## src/rtl/adcseq_pkg.sv

```systemverilog
package adcseq_pkg;

  localparam int unsigned SMP_W = 12;
  localparam int unsigned FRM_W = SMP_W + 4;

  typedef enum logic [1:0] {
    RO_IDLE  = 2'd0,
    RO_WAIT  = 2'd1,
    RO_SHIFT = 2'd2
  } ro_state_e;

  // frame layout: channel flag, second flag, result word, two zero tail bits
  function automatic logic [FRM_W-1:0] make_frame(
    input logic             ch,
    input logic             flag,
    input logic [SMP_W-1:0] word
  );
    return {ch, flag, word, 2'b00};
  endfunction

  function automatic logic mode_single(input logic [1:0] m);
    return m[1];
  endfunction

  function automatic logic mode_auto(input logic [1:0] m);
    return m[0];
  endfunction

endpackage

```

## src/rtl/adcseq_conv.sv

```systemverilog
module adcseq_conv
  import adcseq_pkg::*;
#(
  parameter int unsigned CONV_CYCLES = 16
) (
  input  logic             clk,
  input  logic             rst_n,
  input  logic             cs_in,
  input  logic             rd_busy,
  input  logic             auto_mode,
  input  logic             chan_sel,
  input  logic [SMP_W-1:0] smp_a,
  input  logic [SMP_W-1:0] smp_b,
  output logic             busy,
  output logic             conv_ch,
  output logic             conv_done,
  output logic             conv_drop,
  output logic             start_ev,
  output logic             res_load,
  output logic [SMP_W-1:0] hold_a,
  output logic [SMP_W-1:0] hold_b,
  output logic             hold_ch
);

  localparam int unsigned CNT_W = $clog2(CONV_CYCLES + 1);
  localparam logic [CNT_W-1:0] LAST = CNT_W'(CONV_CYCLES - 1);

  logic             cs_q;
  logic             cs_rise;
  logic             auto_next;
  logic [CNT_W-1:0] cnt;

  assign cs_rise  = cs_in & ~cs_q;
  assign start_ev = cs_rise & ~busy & ~rd_busy;
  assign res_load = busy & (cnt == LAST);

  always_ff @(posedge clk) begin
    if (!rst_n) begin
      cs_q      <= 1'b0;
      busy      <= 1'b0;
      cnt       <= '0;
      conv_ch   <= 1'b0;
      auto_next <= 1'b0;
      conv_done <= 1'b0;
      conv_drop <= 1'b0;
      hold_a    <= '0;
      hold_b    <= '0;
      hold_ch   <= 1'b0;
    end else begin
      cs_q      <= cs_in;
      conv_done <= res_load;
      conv_drop <= cs_rise & ~start_ev;
      if (start_ev) begin
        busy    <= 1'b1;
        cnt     <= '0;
        conv_ch <= auto_mode ? auto_next : chan_sel;
        if (auto_mode) auto_next <= ~auto_next;
      end else if (busy) begin
        if (res_load) begin
          busy    <= 1'b0;
          hold_a  <= smp_a;
          hold_b  <= smp_b;
          hold_ch <= conv_ch;
        end else begin
          cnt <= cnt + 1'b1;
        end
      end
    end
  end

endmodule

```

## src/rtl/adcseq_rdout.sv

```systemverilog
module adcseq_rdout
  import adcseq_pkg::*;
#(
  parameter int unsigned RD_DELAY = 2
) (
  input  logic             clk,
  input  logic             rst_n,
  input  logic             rd_in,
  input  logic             single_line,
  input  logic             both_read,
  input  logic [SMP_W-1:0] hold_a,
  input  logic [SMP_W-1:0] hold_b,
  input  logic             hold_ch,
  input  logic             res_load,
  output logic             sdo_a,
  output logic             sdo_b,
  output logic             rd_busy,
  output logic             out_active,
  output logic             rd_take
);

  localparam int unsigned SH_W   = 2 * FRM_W;
  localparam int unsigned BITS_W = $clog2(SH_W + 1);
  localparam int unsigned WCNT_W = $clog2(RD_DELAY + 1);

  ro_state_e         state;
  logic              rd_q;
  logic              dual_q;
  logic              ptr_b;
  logic [SH_W-1:0]   sh_a;
  logic [FRM_W-1:0]  sh_b;
  logic [BITS_W-1:0] left;
  logic [WCNT_W-1:0] wcnt;

  logic [SH_W-1:0]   load_a;
  logic [FRM_W-1:0]  load_b;
  logic [BITS_W-1:0] load_n;
  logic [FRM_W-1:0]  fa_std, fb_std, fb_tag;

  assign rd_take    = rd_in & ~rd_q & (state == RO_IDLE);
  assign rd_busy    = (state != RO_IDLE);
  assign out_active = (state == RO_SHIFT);
  assign sdo_a      = out_active & sh_a[SH_W-1];
  assign sdo_b      = out_active & dual_q & sh_b[FRM_W-1];

  always_comb begin
    fa_std = make_frame(hold_ch, 1'b0, hold_a);
    fb_std = make_frame(hold_ch, 1'b0, hold_b);
    fb_tag = make_frame(hold_ch, 1'b1, hold_b);
    if (!single_line) begin
      load_a = {fa_std, {FRM_W{1'b0}}};
      load_b = fb_std;
      load_n = BITS_W'(FRM_W);
    end else if (both_read) begin
      load_a = {fa_std, fb_tag};
      load_b = '0;
      load_n = BITS_W'(SH_W);
    end else begin
      load_a = {(ptr_b ? fb_tag : fa_std), {FRM_W{1'b0}}};
      load_b = '0;
      load_n = BITS_W'(FRM_W);
    end
  end

  always_ff @(posedge clk) begin
    if (!rst_n) begin
      state  <= RO_IDLE;
      rd_q   <= 1'b0;
      dual_q <= 1'b0;
      ptr_b  <= 1'b0;
      sh_a   <= '0;
      sh_b   <= '0;
      left   <= '0;
      wcnt   <= '0;
    end else begin
      rd_q <= rd_in;
      if (res_load)                                  ptr_b <= 1'b0;
      else if (rd_take && single_line && !both_read) ptr_b <= ~ptr_b;
      case (state)
        RO_IDLE: begin
          if (rd_take) begin
            state  <= RO_WAIT;
            wcnt   <= '0;
            dual_q <= ~single_line;
            sh_a   <= load_a;
            sh_b   <= load_b;
            left   <= load_n;
          end
        end
        RO_WAIT: begin
          if (wcnt == WCNT_W'(RD_DELAY - 1)) state <= RO_SHIFT;
          else                               wcnt  <= wcnt + 1'b1;
        end
        RO_SHIFT: begin
          if (left == BITS_W'(1)) begin
            state <= RO_IDLE;
          end else begin
            sh_a <= {sh_a[SH_W-2:0], 1'b0};
            sh_b <= {sh_b[FRM_W-2:0], 1'b0};
            left <= left - 1'b1;
          end
        end
        default: state <= RO_IDLE;
      endcase
    end
  end

endmodule

```

## src/rtl/adcseq_oe.sv

```systemverilog
module adcseq_oe (
  input  logic clk,
  input  logic rst_n,
  input  logic single_line,
  input  logic res_load,
  output logic oe
);

  always_ff @(posedge clk) begin
    if (!rst_n)           oe <= 1'b1;
    else if (!single_line) oe <= 1'b1;
    else if (res_load)     oe <= 1'b0;
  end

endmodule

```

## src/rtl/adcseq_top.sv

```systemverilog
module adcseq_top
  import adcseq_pkg::*;
#(
  parameter int unsigned CONV_CYCLES = 16,
  parameter int unsigned RD_DELAY    = 2
) (
  input  logic             clk,
  input  logic             rst_n,
  input  logic             conv_start,
  input  logic             rd,
  input  logic [1:0]       mode_sel,
  input  logic             chan_sel,
  input  logic             both_read,
  input  logic [SMP_W-1:0] smp_a,
  input  logic [SMP_W-1:0] smp_b,
  output logic             sdo_a,
  output logic             sdo_b,
  output logic             sdo_b_oe,
  output logic             busy,
  output logic             conv_ch,
  output logic             conv_done,
  output logic             conv_drop
);

  logic             start_ev;
  logic             res_load;
  logic             rd_busy;
  logic             out_active;
  logic             rd_take;
  logic             single_line;
  logic             auto_mode;
  logic [SMP_W-1:0] hold_a;
  logic [SMP_W-1:0] hold_b;
  logic             hold_ch;

  assign single_line = mode_single(mode_sel);
  assign auto_mode   = mode_auto(mode_sel);

  adcseq_conv #(.CONV_CYCLES(CONV_CYCLES)) u_conv (
    .clk       (clk),
    .rst_n     (rst_n),
    .cs_in     (conv_start),
    .rd_busy   (rd_busy),
    .auto_mode (auto_mode),
    .chan_sel  (chan_sel),
    .smp_a     (smp_a),
    .smp_b     (smp_b),
    .busy      (busy),
    .conv_ch   (conv_ch),
    .conv_done (conv_done),
    .conv_drop (conv_drop),
    .start_ev  (start_ev),
    .res_load  (res_load),
    .hold_a    (hold_a),
    .hold_b    (hold_b),
    .hold_ch   (hold_ch)
  );

  adcseq_rdout #(.RD_DELAY(RD_DELAY)) u_rdout (
    .clk         (clk),
    .rst_n       (rst_n),
    .rd_in       (rd),
    .single_line (single_line),
    .both_read   (both_read),
    .hold_a      (hold_a),
    .hold_b      (hold_b),
    .hold_ch     (hold_ch),
    .res_load    (res_load),
    .sdo_a       (sdo_a),
    .sdo_b       (sdo_b),
    .rd_busy     (rd_busy),
    .out_active  (out_active),
    .rd_take     (rd_take)
  );

  adcseq_oe u_oe (
    .clk         (clk),
    .rst_n       (rst_n),
    .single_line (single_line),
    .res_load    (res_load),
    .oe          (sdo_b_oe)
  );

endmodule

```

## config.mk

```make
export PLATFORM = sky130hd
export DESIGN_NAME = adcseq_top
export DESIGN_NICKNAME = d
export VERILOG_FILES = /design/src/rtl/adcseq_pkg.sv /design/src/rtl/adcseq_conv.sv /design/src/rtl/adcseq_rdout.sv /design/src/rtl/adcseq_oe.sv /design/src/rtl/adcseq_top.sv
export SDC_FILE = /design/constraint.sdc
export NUM_CORES = 1
export LEC_CHECK = 0
export BUFFER_PORTS_ARGS = -buffer_cell sky130_fd_sc_hd__buf_4
export CAP_MARGIN = 20
export CELL_PAD_IN_SITES_DETAIL_PLACEMENT = 1
export CELL_PAD_IN_SITES_GLOBAL_PLACEMENT = 1
export CORE_ASPECT_RATIO = 0.7
export CORE_MARGIN = 4
export CORE_UTILIZATION = 30
export CTS_BUF_LIST = sky130_fd_sc_hd__clkbuf_16
export DETAILED_ROUTE_END_ITERATION = 6
export PLACE_DENSITY_LB_ADDON = 0.1
export SLEW_MARGIN = 20
export SYNTH_ARGS = -nofsm -noshare
export SYNTH_HDL_FRONTEND = slang
export SYNTH_SLANG_ARGS = --single-unit
```

## constraint.sdc

```tcl
create_clock -name clk -period 2.15 [get_ports clk]
set_input_delay 0.1075 -clock clk [delete_from_list [all_inputs] [get_ports clk]]
set_output_delay 0.1075 -clock clk [all_outputs]
set_load 0.05 [all_outputs]
```

# After elaboration in Yosys (flattened, before gate mapping)
# Index checks and enable logic that the tools add are counted.
# op_classes
addsub,3
n_eq_ne,10
mux,26
bitwise,20
reduce_logical,17
# ops
operator,count
$mux W32,2
$pmux W32 S2,1
$mux W31,2
$mux W16,3
$pmux W16 S2,1
$mux W6,4
$mux W15,1
$pmux W6 S2,1
$reduce_and A3 Y1,4
$and A1 B1 Y1,10
$mux W2,5
$not A1 Y1,10
$reduce_and A2 Y1,4
$eq A6 B1 Y1 const B,1
$ne A2 B2 Y1 const B,3
$pmux W2 S3,1
$reduce_bool A2 Y1,3
$sub A6 B1 Y6 const B,1
$add A5 B1 Y5 const B,1
$eq A5 B4 Y1 const B,1
$eq A2 B1 Y1 const B,2
$mux W1,4
$ne A2 B1 Y1 const B,2
$pmux W2 S2,1
6 further kinds,8
# totals
ff_bits,98
inputBits,32
elab_cells,95

# Depth between registers and ports, before layout
# Gate-level depths: netlist (run 1).
# depth
word_depth,6
depth_mapped,8

# Hierarchy
# Synthesis (run 1) repeated with hierarchy kept, for this count alone.
# unflattened
cells_unflattened,474
area_unflattened_um2,4372.9
# modules_own_cells
module,n_inst,cells_each,area_each_um2,seq_area_each_um2
adcseq_rdout,1,318,2964.1,1141.1
adcseq_conv,1,153,1372.6,720.7
adcseq_oe,1,3,36.3,20.0

# Worst setup path before layout (run 1)
# Ideal clock, no wire load.
# synth_timing
path_kind,register to register
from,reg u_conv.cnt[0]
to,reg u_conv.hold_a[10]
setup_time_ps,59
t_arrival_ps,1723
required_time_ps,2091
path_slack_ps,369
stages_incl_launch_ff,7
path_buffers,1
cell_sequence,dfxtp_1 -> ha_1 -> and3_1 -> ha_1 -> a21oi_1 -> clkbuf_1 -> a22o_1
# synth_via
elab_chain_len,3
# synth_rtl
element,line,text
"start, declared",adcseq_conv.sv:31,logic [CNT_W-1:0] cnt;
"start signal, assigned",adcseq_conv.sv:65,cnt <= cnt + 1'b1;
$eq A5 B4 Y1,adcseq_conv.sv:35,assign res_load = busy & (cnt == LAST);
$and A1 B1 Y1,adcseq_conv.sv:35,
$reduce_and A3 Y1 (no line),--,
"end signal, assigned",adcseq_conv.sv:61,hold_a <= smp_a;
"end, declared",adcseq_conv.sv:20,"output logic [SMP_W-1:0] hold_a,"
# Every way passes these cells.
# A chain may end at the register's enable or synchronous reset.

# Worst setup path after layout (run 1)
# layout_timing
from,reg u_rdout.left[2]
to,reg u_rdout.left[4]
# layout_via
elab_chain_len,3
word_cells_on_any_way,6
cone_classes,1 x add/sub; 2 x eq/ne; 2 x mux; 1 x reduce/logical
# layout_rtl
element,line,text
"start, declared",adcseq_rdout.sv:32,logic [BITS_W-1:0] left;
"start signal, assigned",adcseq_rdout.sv:87,left <= load_n;
"start signal, assigned",adcseq_rdout.sv:100,left <= left - 1'b1;
$sub A6 B1 Y6 / $eq A6 B1 Y1 (equally long branches),"adcseq_rdout.sv:100, adcseq_rdout.sv:95",
$mux W6 / $ne A2 B2 Y1 (equally long branches),--,
$pmux W6 S2 / $reduce_and A3 Y1 (equally long branches),--,
# Several ways; a longest one is shown, not always the timed one. The select of a mux whose other input is x is not followed.

==> metrics.csv, run 1 <==
stage;metric;value;unit
run_status;status;complete, no violations;
pwr;p_comb_frac;0.126;
clocking;cts_tree;yes;
clocking;post_cts_buffers;0;
logic_synthesis;syn_nets;463;
pwr;swShare;0.2670;
final_layout;layout-drive-gt1-share;0.1795;
logic_synthesis;muxShareOfSynthArea;0.03647;
critical_path;cp.required;2.39;ns
critical_path;endpoint_kind;register;
critical_path;crit_path_max_incr_delay;0.38;ns
critical_path;slowest_stage;a41o_1;
pwr;fin_total_pwr;0.003987;W
placed_design;dp_slack;-0.009777;ns
final_layout;diodes;0;
timing;hold_violations;0;
floorplan;die_width;148.0;um
logic_synthesis;yosysTopAreaCellShare;0.4571;
timing;min_period;1.838;ns
logic_synthesis;yosys_register_bits;94;
final_layout;layout_commonest_cell;dfxtp_1;
final_layout;finalNetCount;511;
critical_path;path_class;register to register;
critical_path;cp-startpoint;u_rdout.left[2];
logic_synthesis;synth_area_leaders;dfxtp_1, a21oi_1, a22o_1;
worst_hold_path;worstHoldPathType;input pin to register;
grt;grt.overflow.total;0;
logic_synthesis;synth_top_area_cell;dfxtp_1;
drt;viasPerCell;5.265;
timing;fmax;544.2;MHz
run;cap_violations;0;
clocking;clk_pin_slew;0.07;ns
final_layout;utilization;0.3840;
logic_synthesis;synth-compound-area-share;0.3024;
pwr;pwr_density_cell;779.9;nW/um2
critical_path;reg2reg_to;u_rdout.left[4];
timing;worst_pin_slew;0.6359;ns
placed_design;routabilityCongestion;0.7771;
placed_design;dp_hpwl;7.672;mm
timing;fin_crit_sh;0.8547;
pwr;peakVddDrop;0.0003310;V
floorplan;dieArea;15690;um2
grt;antenna_found_initial;0;
clocking;numCtsBuffers;9;
pwr;clockPowerShare;0.406;
logic_synthesis;synth-xor-area-share;0.01064;
logic_synthesis;netlist_area;4116;um2
clocking;clockBufferDepth;2;
clocking;root_buffer;clkbuf_16;
floorplan;placementRows;35;
timing;worst_slack;0.3125;ns
final_layout;design_area;5112;um2
logic_synthesis;synth_edf_count;0;
critical_path;r2r_slack;0.31;ns
placed_design;place_area;4557;um2
timing;rsz0062_at_grt;false;
floorplan;die_h;106.0;um
logic_synthesis;ys_seq_area_frac;0.4571;
logic_synthesis;yosys_warnings;0;
critical_path;worstPathMaxFanout;16;
drt;drc;0;
critical_path;cp_cell_sequence;nor2_1 -> a41o_1 -> buf_4 -> nor3_1 -> o221a_2;
critical_path;crit_path_end;u_rdout.left[4];
floorplan;ios;39;
timing;relSlewSlack;0.5750;
timing;finClkSkew;0.007685;ns
clocking;clk_latency;0.35;ns
floorplan;core-area;13310;um2
grt;grt_max_degree;46;
placed_design;io_buffers;38;
critical_path;r2r-start;u_rdout.left[2];
logic_synthesis;synth_cells;426;
final_layout;final_cell_mix;dfxtp_1, buf_4, a21oi_1;
critical_path;crit_arrival;2.07;ns
critical_path;worst-r2r-cell-count;5;
pwr;leakage;1.796;nW
drt;drt-initial-drc-count;113;
logic_synthesis;synth_cell_types;45;
drt;firstDrtPassIters;4;
final_layout;synthToLayoutAreaGrowth;24.19;%
drt;wire_per_inst;17.90;um
logic_synthesis;synth_top_family_by_area;compound AO/OA/AOI/OAI gates;
pwr;p_sw;0.001064;W
drt;routed_wl;11.89;mm
pwr;p_int;0.002923;W
clocking;cts_htree_levels;3;
timing;setup_viol;0;
drt;vias;3496;
grt;track_usage;0.1589;
critical_path;crit_family;compound AO/OA/AOI/OAI gates;
floorplan;floorplan.initialDensity;0.3092;
pwr;seq_power_share;0.468;
critical_path;start_kind;register;
grt;first_global_vias;3637;
logic_synthesis;async_reset_ff_frac;0;
drt;ant_nets;0;
critical_path;path_buf_inv;1;
grt;grt_pass1_wl;20.18;mm
timing;drv_slew;0;
critical_path;critical_path_cell_count;5;
logic_synthesis;yosys.area_share.simple;0.1170;
clocking;cts_sinks;94;
logic_synthesis;synth_adder_area_share;0.01520;
logic_synthesis;synth_area_per_cell;9.663;um2
logic_synthesis;ys.flop_type;dfxtp_1;
## worst min-delay path by stage
stage / slack (ns) / to / start / cells after the start
detailed placement: 0.33 / u_conv.hold_b[5] / smp_b[5] / 2
finish: 0.01 / u_rdout.rd_q / rd / 2
global route: 0.02 / u_rdout.rd_q / rd / 2
global placement: 0.32 / u_conv.hold_a[7] / smp_a[7] / 2
floorplan: 0.23 / u_conv.cs_q / conv_start / 1
CTS: 0.002 / u_rdout.rd_q / rd / 2
## layout make-up
type / instances / area (um2)
clock buffers: 9 / 225.2
clock inverters: 7 / 75.07
fillers: 1536 / 8200
inverters: 8 / 30.03
multi-input cells: 282 / 2001
flip-flops and latches: 94 / 1882
well taps: 185 / 231.5
repair buffers: 79 / 668.1
## power by group through the flow
stage	logic [W]	registers (W)	clock network (W)
floorplan	0.000296	0.00191	0
global placement	0.000458	0.00190	0
detailed placement	0.000467	0.00190	0
CTS	0.000506	0.00186	0.00167
global route	0.000555	0.00187	0.00174
finish	0.000502	0.00186	0.00162
## sequential cells by signal, summed over array words and instances, names as in the netlist, 2 cells and up
register / count
u_rdout.sh_a: 30
u_conv.hold_a: 12
u_rdout.sh_b: 14
u_conv.cnt: 5
u_conv.hold_b: 12
u_rdout.state: 2
u_rdout.wcnt: 2
u_rdout.left: 6
## cell families (layout without fill, tap and decap cells)
kind of cell	after synthesis	count (layout)
AND/OR/NAND/NOR	84	84
multiplexers	15	15
adder cells (fa/ha/maj)	5	5
XOR/XNOR	5	5
buffers and inverters	50	103
flip-flops	94	94
AO/OA/AOI/OAI	173	173
## repair_timing
item / 4_1_cts / 5_1_grt
hold buffers: 25 / 0
gates resized for setup: 1 / 0
endpoints found under the setup margin: 25 / 0
hold endpoints to repair: 25 / 0
## synthesized netlist by cell type (2+ instances only)
master,n
mux2i_1,15
or4_1,2
xor2_1,3
a31o_2,2
buf_4,5
a22oi_1,13
buf_1,2
buf_2,16
nand3b_1,3
a2111oi_0,3
and2_1,5
a31o_1,11
a211oi_1,28
a2111oi_1,2
nor3b_1,15
nand4_1,8
ha_1,5
a22o_1,25
nor2b_1,2
dfxtp_1,94
inv_1,8
o21ai_0,22
clkbuf_1,16
xnor2_1,2
a41o_1,2
nor2_1,20
and3_1,5
nand2_1,12
nor3_1,4
nand3_1,3
nand2b_1,2
a2111oi_2,7
a21oi_1,51
a311oi_1,2
## through the flow
| step | cells | hold slack (ns) | setup TNS [ns] |
|---|---|---|---|
| final | 664 | 0.01305 | 0 |
| after global routing | 664 | 0.02059 | 0 |
| after CTS | 664 | 0.002290 | 0 |
| after detailed placement | 623 | 0.3251 | -0.06274 |
| after global placement | 623 | 0.3181 | 0 |
| after floorplan | 426 | 0.2292 | 0 |
## layer usage
metal	wire length [um]	GRT usage	up-vias
li1	-	-	1714
met1	6177	0.2270	1717
met2	5148	0.2436	55
met3	437	0.03451	10
met4	121	0.03955	0
met5	0	0	-
No activity file was read; power rests on OpenSTA's default activity.
==> run 2: changes to the inputs <==
CORE_ASPECT_RATIO = 0.75   (was 0.7)
MAX_ROUTING_LAYER = met4   (was not set)
==> metrics.csv, run 2 (synthesized netlist as in run 1, its figures left out) <==
stage;metric;value;unit;change
timing;fmax;503.3;MHz;-7.5%
drt;drt-initial-drc-count;204;;+81%
grt;antenna_found_initial;0;;unchanged
grt;track_usage;0.1745;;+0.01558
placed_design;routabilityCongestion;0.7276;;-6.4%
final_layout;diodes;0;;unchanged
run;cap_violations;0;;unchanged
final_layout;regMostFlops;u_rdout.sh_a;;
grt;grt.overflow.total;0;;unchanged
drt;wire_per_inst;19.21;um;+7.3%
pwr;p_sw;0.001095;W;+2.8%
clocking;root_buffer;clkbuf_16;;
floorplan;floorplan.initialDensity;0.3119;;+0.002697
drt;ant_nets;0;;unchanged
final_layout;seq_area;1882;um2;unchanged
pwr;peakVddDrop;0.0004586;V;+39%
worst_hold_path;hold_path_depth;2;;unchanged
final_layout;fillers;1495;;-2.7%
pwr;leakage;1.859;nW;+3.5%
grt;grt_max_degree;44;;-4.3%
critical_path;endpoint_kind;output port;;
grt;first_global_vias;3716;;+2.2%
floorplan;dieArea;15680;um2;about the same
floorplan;placementRows;36;;+2.9%
floorplan;ios;39;;unchanged
final_layout;final_cell_mix;dfxtp_1, buf_4, a21oi_1;;
clocking;clk_latency;0.35;ns;about the same
final_layout;synthToLayoutAreaGrowth;26.11;%;
drt;vias;3590;;+2.7%
floorplan;die_h;109.4;um;+3.2%
final_layout;utilization;0.3933;;+0.009322
pwr;pwr_density_cell;755.2;nW/um2;-3.2%
timing;worst_slack;0.1629;ns;-0.1495 ns
critical_path;worstPathMaxFanout;43;;+27
drt;highest-signal-layer;met4;;
run_status;status;complete, no violations;;
pwr;swShare;0.2792;;+0.01228
final_layout;finalNetCount;525;;+2.7%
drt;met3WireLength;357;um;-18%
floorplan;die_width;143.3;um;-3.2%
pwr;p_int;0.002826;W;-3.3%
drt;drc;0;;unchanged
timing;setup_viol;0;;unchanged
timing;fin_crit_sh;0.9242;;+0.06954
timing;drv_slew;0;;unchanged
floorplan;core-area;13200;um2;-0.86%
worst_hold_path;holdPathEnd;u_oe.oe;;
final_layout;layout-drive-gt1-share;0.2012;;+0.02168
timing;min_period;1.987;ns;+0.1495 ns
final_layout;multi_input_area;2006;um2;+0.25%
timing;worst_pin_slew;0.6671;ns;+0.03123 ns
final_layout;reg_top3;u_rdout.sh_a (30), u_rdout.sh_b (14);;
clocking;cts_sinks;94;;unchanged
drt;viasPerCell;5.415;;+2.8%
clocking;clockBufferDepth;2;;unchanged
drt;drt-met1-wl;6.727;mm;+8.9%
timing;rsz0062_at_grt;false;;
timing;finClkSkew;0.008984;ns;+0.001299 ns
worst_hold_path;hp-start;mode_sel[1];;
critical_path;path_class;register to output port;;
worst_hold_path;worstHoldPathType;input pin to register;;
critical_path;r2r-start;u_rdout.state[1];;
pwr;clockPowerShare;0.388;;-0.018
critical_path;start_kind;register;;
critical_path;r2r_slack;0.30;ns;about the same
timing;hold_violations;0;;unchanged
clocking;cts_tree;yes;;
timing;relSlewSlack;0.5542;;-0.02087
placed_design;io_buffers;38;;unchanged
critical_path;worst-r2r-cell-count;7;;+2
placed_design;dp_hpwl;8.031;mm;+4.7%
drt;routed_wl;12.74;mm;+7.2%
placed_design;dp_slack;-0.04807;ns;-0.03830 ns
final_layout;layout_commonest_cell;dfxtp_1;;
grt;grt_pass1_wl;20.67;mm;+2.5%
drt;firstDrtPassIters;4;;unchanged
clocking;clk_pin_slew;0.07;ns;about the same
pwr;seq_power_share;0.475;;+0.007
clocking;cts_htree_levels;3;;unchanged
final_layout;largest_reg_flops;30;;unchanged
critical_path;cp.required;2.04;ns;-0.35 ns
drt;wl_met2;5.538;mm;+7.6%
critical_path;reg2reg_to;u_rdout.left[5];;
clocking;numCtsBuffers;9;;unchanged
critical_path;crit_arrival;1.88;ns;-0.19 ns
pwr;p_comb_frac;0.137;;+0.011
## run 2: worst max-delay path by stage
stage,start,to,depth (start not counted)
after global placement,u_conv.cnt[0],u_conv.hold_a[7],6
after CTS,u_rdout.state[1],sdo_a,5
final,u_rdout.state[1],sdo_a,5
after global routing,u_rdout.state[1],sdo_a,5
after detailed placement,u_conv.cnt[0],u_conv.hold_a[7],6
after floorplan,u_conv.cnt[0],u_conv.hold_a[10],6
## run 2: area by class of cell
class                   instances  area share
clock buffers                   9     0.04338
clock inverters                 6    0.008918
inverters                       8    0.005785
multi-input cells             282      0.3864
flip-flops and latches         94      0.3625
well taps                     171     0.04121
repair buffers                 93      0.1518
## run 2: power by group through the flow
stage          registers [W]  logic (W)  clock network, W
6_report             0.00186   0.000536           0.00152
2_1_floorplan        0.00191   0.000296                 0
3_5_place_dp         0.00190   0.000497                 0
5_1_grt              0.00187   0.000587           0.00164
4_1_cts              0.00186   0.000539           0.00156
3_3_place_gp         0.00190   0.000484                 0
## run 2: worst max-delay path, cell delays in order (launching register included)
cell	delay [ns]
dfxtp_1	0.44
buf_4	0.17
nor2b_2	0.25
buf_12	0.25
and2_1	0.20
buf_4	0.21
## run 2: metal layers
metal | vias to the layer above | GRT usage
met4 | 0 | 0.03427
met3 | 10 | 0.03130
met2 | 53 | 0.2651
met1 | 1779 | 0.2457
met5 | - | -
li1 | 1748 | -
## run 2: timing repair
item	4_1_cts	5_1_grt
buffers inserted	0	0
endpoints found under the hold margin	26	0
hold buffers	26	0
resized for setup	2	0
setup endpoints to repair	27	0
## run 2: per-stage QoR
| stage | cell area (um2) | hold WS [ns] | cells | setup TNS (ns) | total power (W) |
|---|---|---|---|---|---|
| floorplan | 4116 | 0.2292 | 426 | 0 | 0.002201 |
| global placement | 4649 | 0.3175 | 622 | 0 | 0.002385 |
| detailed placement | 4649 | 0.3264 | 622 | -0.9039 | 0.002398 |
| CTS | 5191 | 0.06397 | 663 | 0 | 0.003965 |
| global route | 5191 | 0.07713 | 663 | 0 | 0.004098 |
| finish | 5191 | 0.06775 | 663 | 0 | 0.003921 |
==> run 3: changes to the inputs <==
TNS_END_PERCENT = 100   (was not set)
clock period = 2 ns   (was 2.15 ns; I/O delays follow)
==> metrics.csv, run 3 (synthesized netlist as in run 1, its figures left out) <==
stage;metric;value;unit;change
pwr;fin_total_pwr;0.004391;W;+12%
placed_design;place_inst;617;;-0.80%
final_layout;synthToLayoutAreaGrowth;27.08;%;
final_layout;regMostFlops;u_rdout.sh_a;;
critical_path;crit_arrival;1.80;ns;-0.08 ns
pwr;clockPowerShare;0.415;;+0.027
timing;rsz0062_at_grt;false;;
grt;track_usage;0.1666;;-0.007839
floorplan;floorplan.initialDensity;0.3119;;unchanged
grt;antenna_found_initial;0;;unchanged
pwr;p_sw;0.001109;W;+1.3%
timing;setup_viol;0;;unchanged
critical_path;endpoint_kind;output port;;
final_layout;diodes;0;;unchanged
floorplan;ios;39;;unchanged
clocking;post_cts_buffers;0;;unchanged
final_layout;final_cell_mix;dfxtp_1, buf_4, a21oi_1;;
pwr;p_int;0.003282;W;+16%
floorplan;die_h;109.4;um;unchanged
grt;grt_max_degree;43;;-2.3%
grt;grt.overflow.total;0;;unchanged
timing;finClkSkew;0.009213;ns;+0.0002289 ns
drt;firstDrtPassIters;4;;unchanged
final_layout;finalNetCount;519;;-1.1%
timing;drv_slew;0;;unchanged
placed_design;dp_hpwl;8.053;mm;+0.27%
final_layout;instances_no_fill;657;;-0.90%
grt;first_global_vias;3622;;-2.5%
drt;routed_wl;12.21;mm;-4.1%
critical_path;start_kind;register;;
critical_path;cp.required;1.90;ns;-0.14 ns
pwr;p_comb_frac;0.128;;-0.009
timing;fmax;525.2;MHz;
placed_design;routabilityCongestion;0.8071;;+11%
floorplan;dieArea;15680;um2;unchanged
run;cap_violations;0;;unchanged
pwr;leakage;1.871;nW;+0.64%
timing;relSlewSlack;0.6171;;+0.06294
grt;grt_pass1_wl;19.85;mm;-4.0%
timing;worst_pin_slew;0.5584;ns;-0.1088 ns
critical_path;worstPathMaxFanout;40;;-7.0%
critical_path;path_class;register to output port;;
drt;vias;3520;;-1.9%
final_layout;largest_reg_flops;30;;unchanged
clocking;clk_latency;0.34;ns;about the same
pwr;pwr_density_cell;839.4;nW/um2;+11%
timing;setup-tns-final;0;ns;unchanged
critical_path;cp_cell_sequence;buf_4 -> nor2b_2 -> buf_12 -> and2_1 -> buf_4;;
drt;drc;0;;unchanged
worst_hold_path;worstHoldPathType;input pin to register;;
pwr;swShare;0.2526;;-0.02660
drt;ant_nets;0;;unchanged
pwr;seq_power_share;0.457;;-0.018
final_layout;layout-drive-gt1-share;0.1934;;-0.007804
final_layout;reg_top3;u_rdout.sh_a (30), u_rdout.sh_b (14);;
critical_path;crit_path_max_incr_delay;0.41;ns;-0.03 ns
floorplan;placementRows;36;;unchanged
clocking;root_buffer;clkbuf_16;;
run_status;status;complete, no violations;;
drt;wire_per_inst;18.58;um;-3.3%
critical_path;slowest_stage;dfxtp_2;;
drt;drt-initial-drc-count;137;;-33%
critical_path;cp_common_cell;buf_4;;
final_layout;fillers;1467;;-1.9%
timing;min_period;1.904;ns;
drt;viasPerCell;5.358;;-1.1%
final_layout;utilization;0.3964;;+0.003033
timing;fin_crit_sh;0.9521;;
clocking;numCtsBuffers;9;;unchanged
placed_design;io_buffers;38;;unchanged
clocking;cts_htree_levels;3;;unchanged
floorplan;die_width;143.3;um;unchanged
pwr;peakVddDrop;0.0004757;V;+3.7%
timing;hold_violations;0;;unchanged
clocking;clockBufferDepth;2;;unchanged
clocking;cts_sinks;94;;unchanged
floorplan;core-area;13200;um2;unchanged
final_layout;layout_commonest_cell;dfxtp_1;;
clocking;clk_pin_slew;0.06;ns;about the same
clocking;cts_tree;yes;;
timing;timing.hold.ws;0.01995;ns;-0.04780 ns
run 3: final cells by class:
cell class	count	area, um2	share of cell area
Timing Repair Buffer	87	790.8	0.1512
Inverter	8	30.03	0.005740
Clock buffer	9	225.2	0.04305
Clock inverter	6	87.58	0.01674
Multi-Input combinational cell	282	2001	0.3824
Tap cell	171	214.0	0.04090
Sequential cell	94	1883	0.3600
run 3: power by group through the flow:
stage / logic [W] / registers, W / clock network (W)
detailed placement: 0.000527 / 0.00205 / 0
floorplan: 0.000318 / 0.00205 / 0
global route: 0.000621 / 0.00202 / 0.00197
finish: 0.000564 / 0.00201 / 0.00182
global placement: 0.000514 / 0.00205 / 0
CTS: 0.000568 / 0.00201 / 0.00189
run 3: stage by stage:
| stage | instance area (um2) | worst slack (ns) |
|---|---|---|
| 3_3_place_gp | 4662 | 0.1308 |
| 3_5_place_dp | 4662 | 0.09486 |
| 6_report | 5231 | 0.09586 |
| 5_1_grt | 5231 | 0.0001563 |
| 2_1_floorplan | 4116 | 0.2188 |
| 4_1_cts | 5226 | 0.07564 |
run 3: final timing paths:
check	from	end	slack (ns)	cells after the start
max	u_rdout.state[1]	sdo_a	0.1	5
min	rd	u_rdout.rd_q	0.02	2
max reg2reg	u_rdout.left[1]	u_rdout.left[4]	0.17	6
min reg2reg	u_conv.cs_q	u_conv.conv_drop	0.44	1
run 3: worst max-delay path: cells and delay by family (launching register included):
| kind | cells | cell delay (ns) |
|---|---|---|
| buffers and inverters | 3 | 0.61 |
| DFF | 1 | 0.41 |
| and+or+nand+nor | 2 | 0.41 |
run 3: timing repair:
item	in CTS	in global routing
gates cloned	0	0
endpoints found under the hold margin	25	0
hold buffers	25	0
setup endpoints to repair	1	3
resized for setup	1	1
run 3: per-layer routing:
layer,track usage,part of all wire,up-vias
met3,0.03348,0.052,8
met4,0.04167,0.0089,0
li1,-,-,1721
met2,0.2456,0.43,57
met1,0.2349,0.51,1734
met5,-,0,-
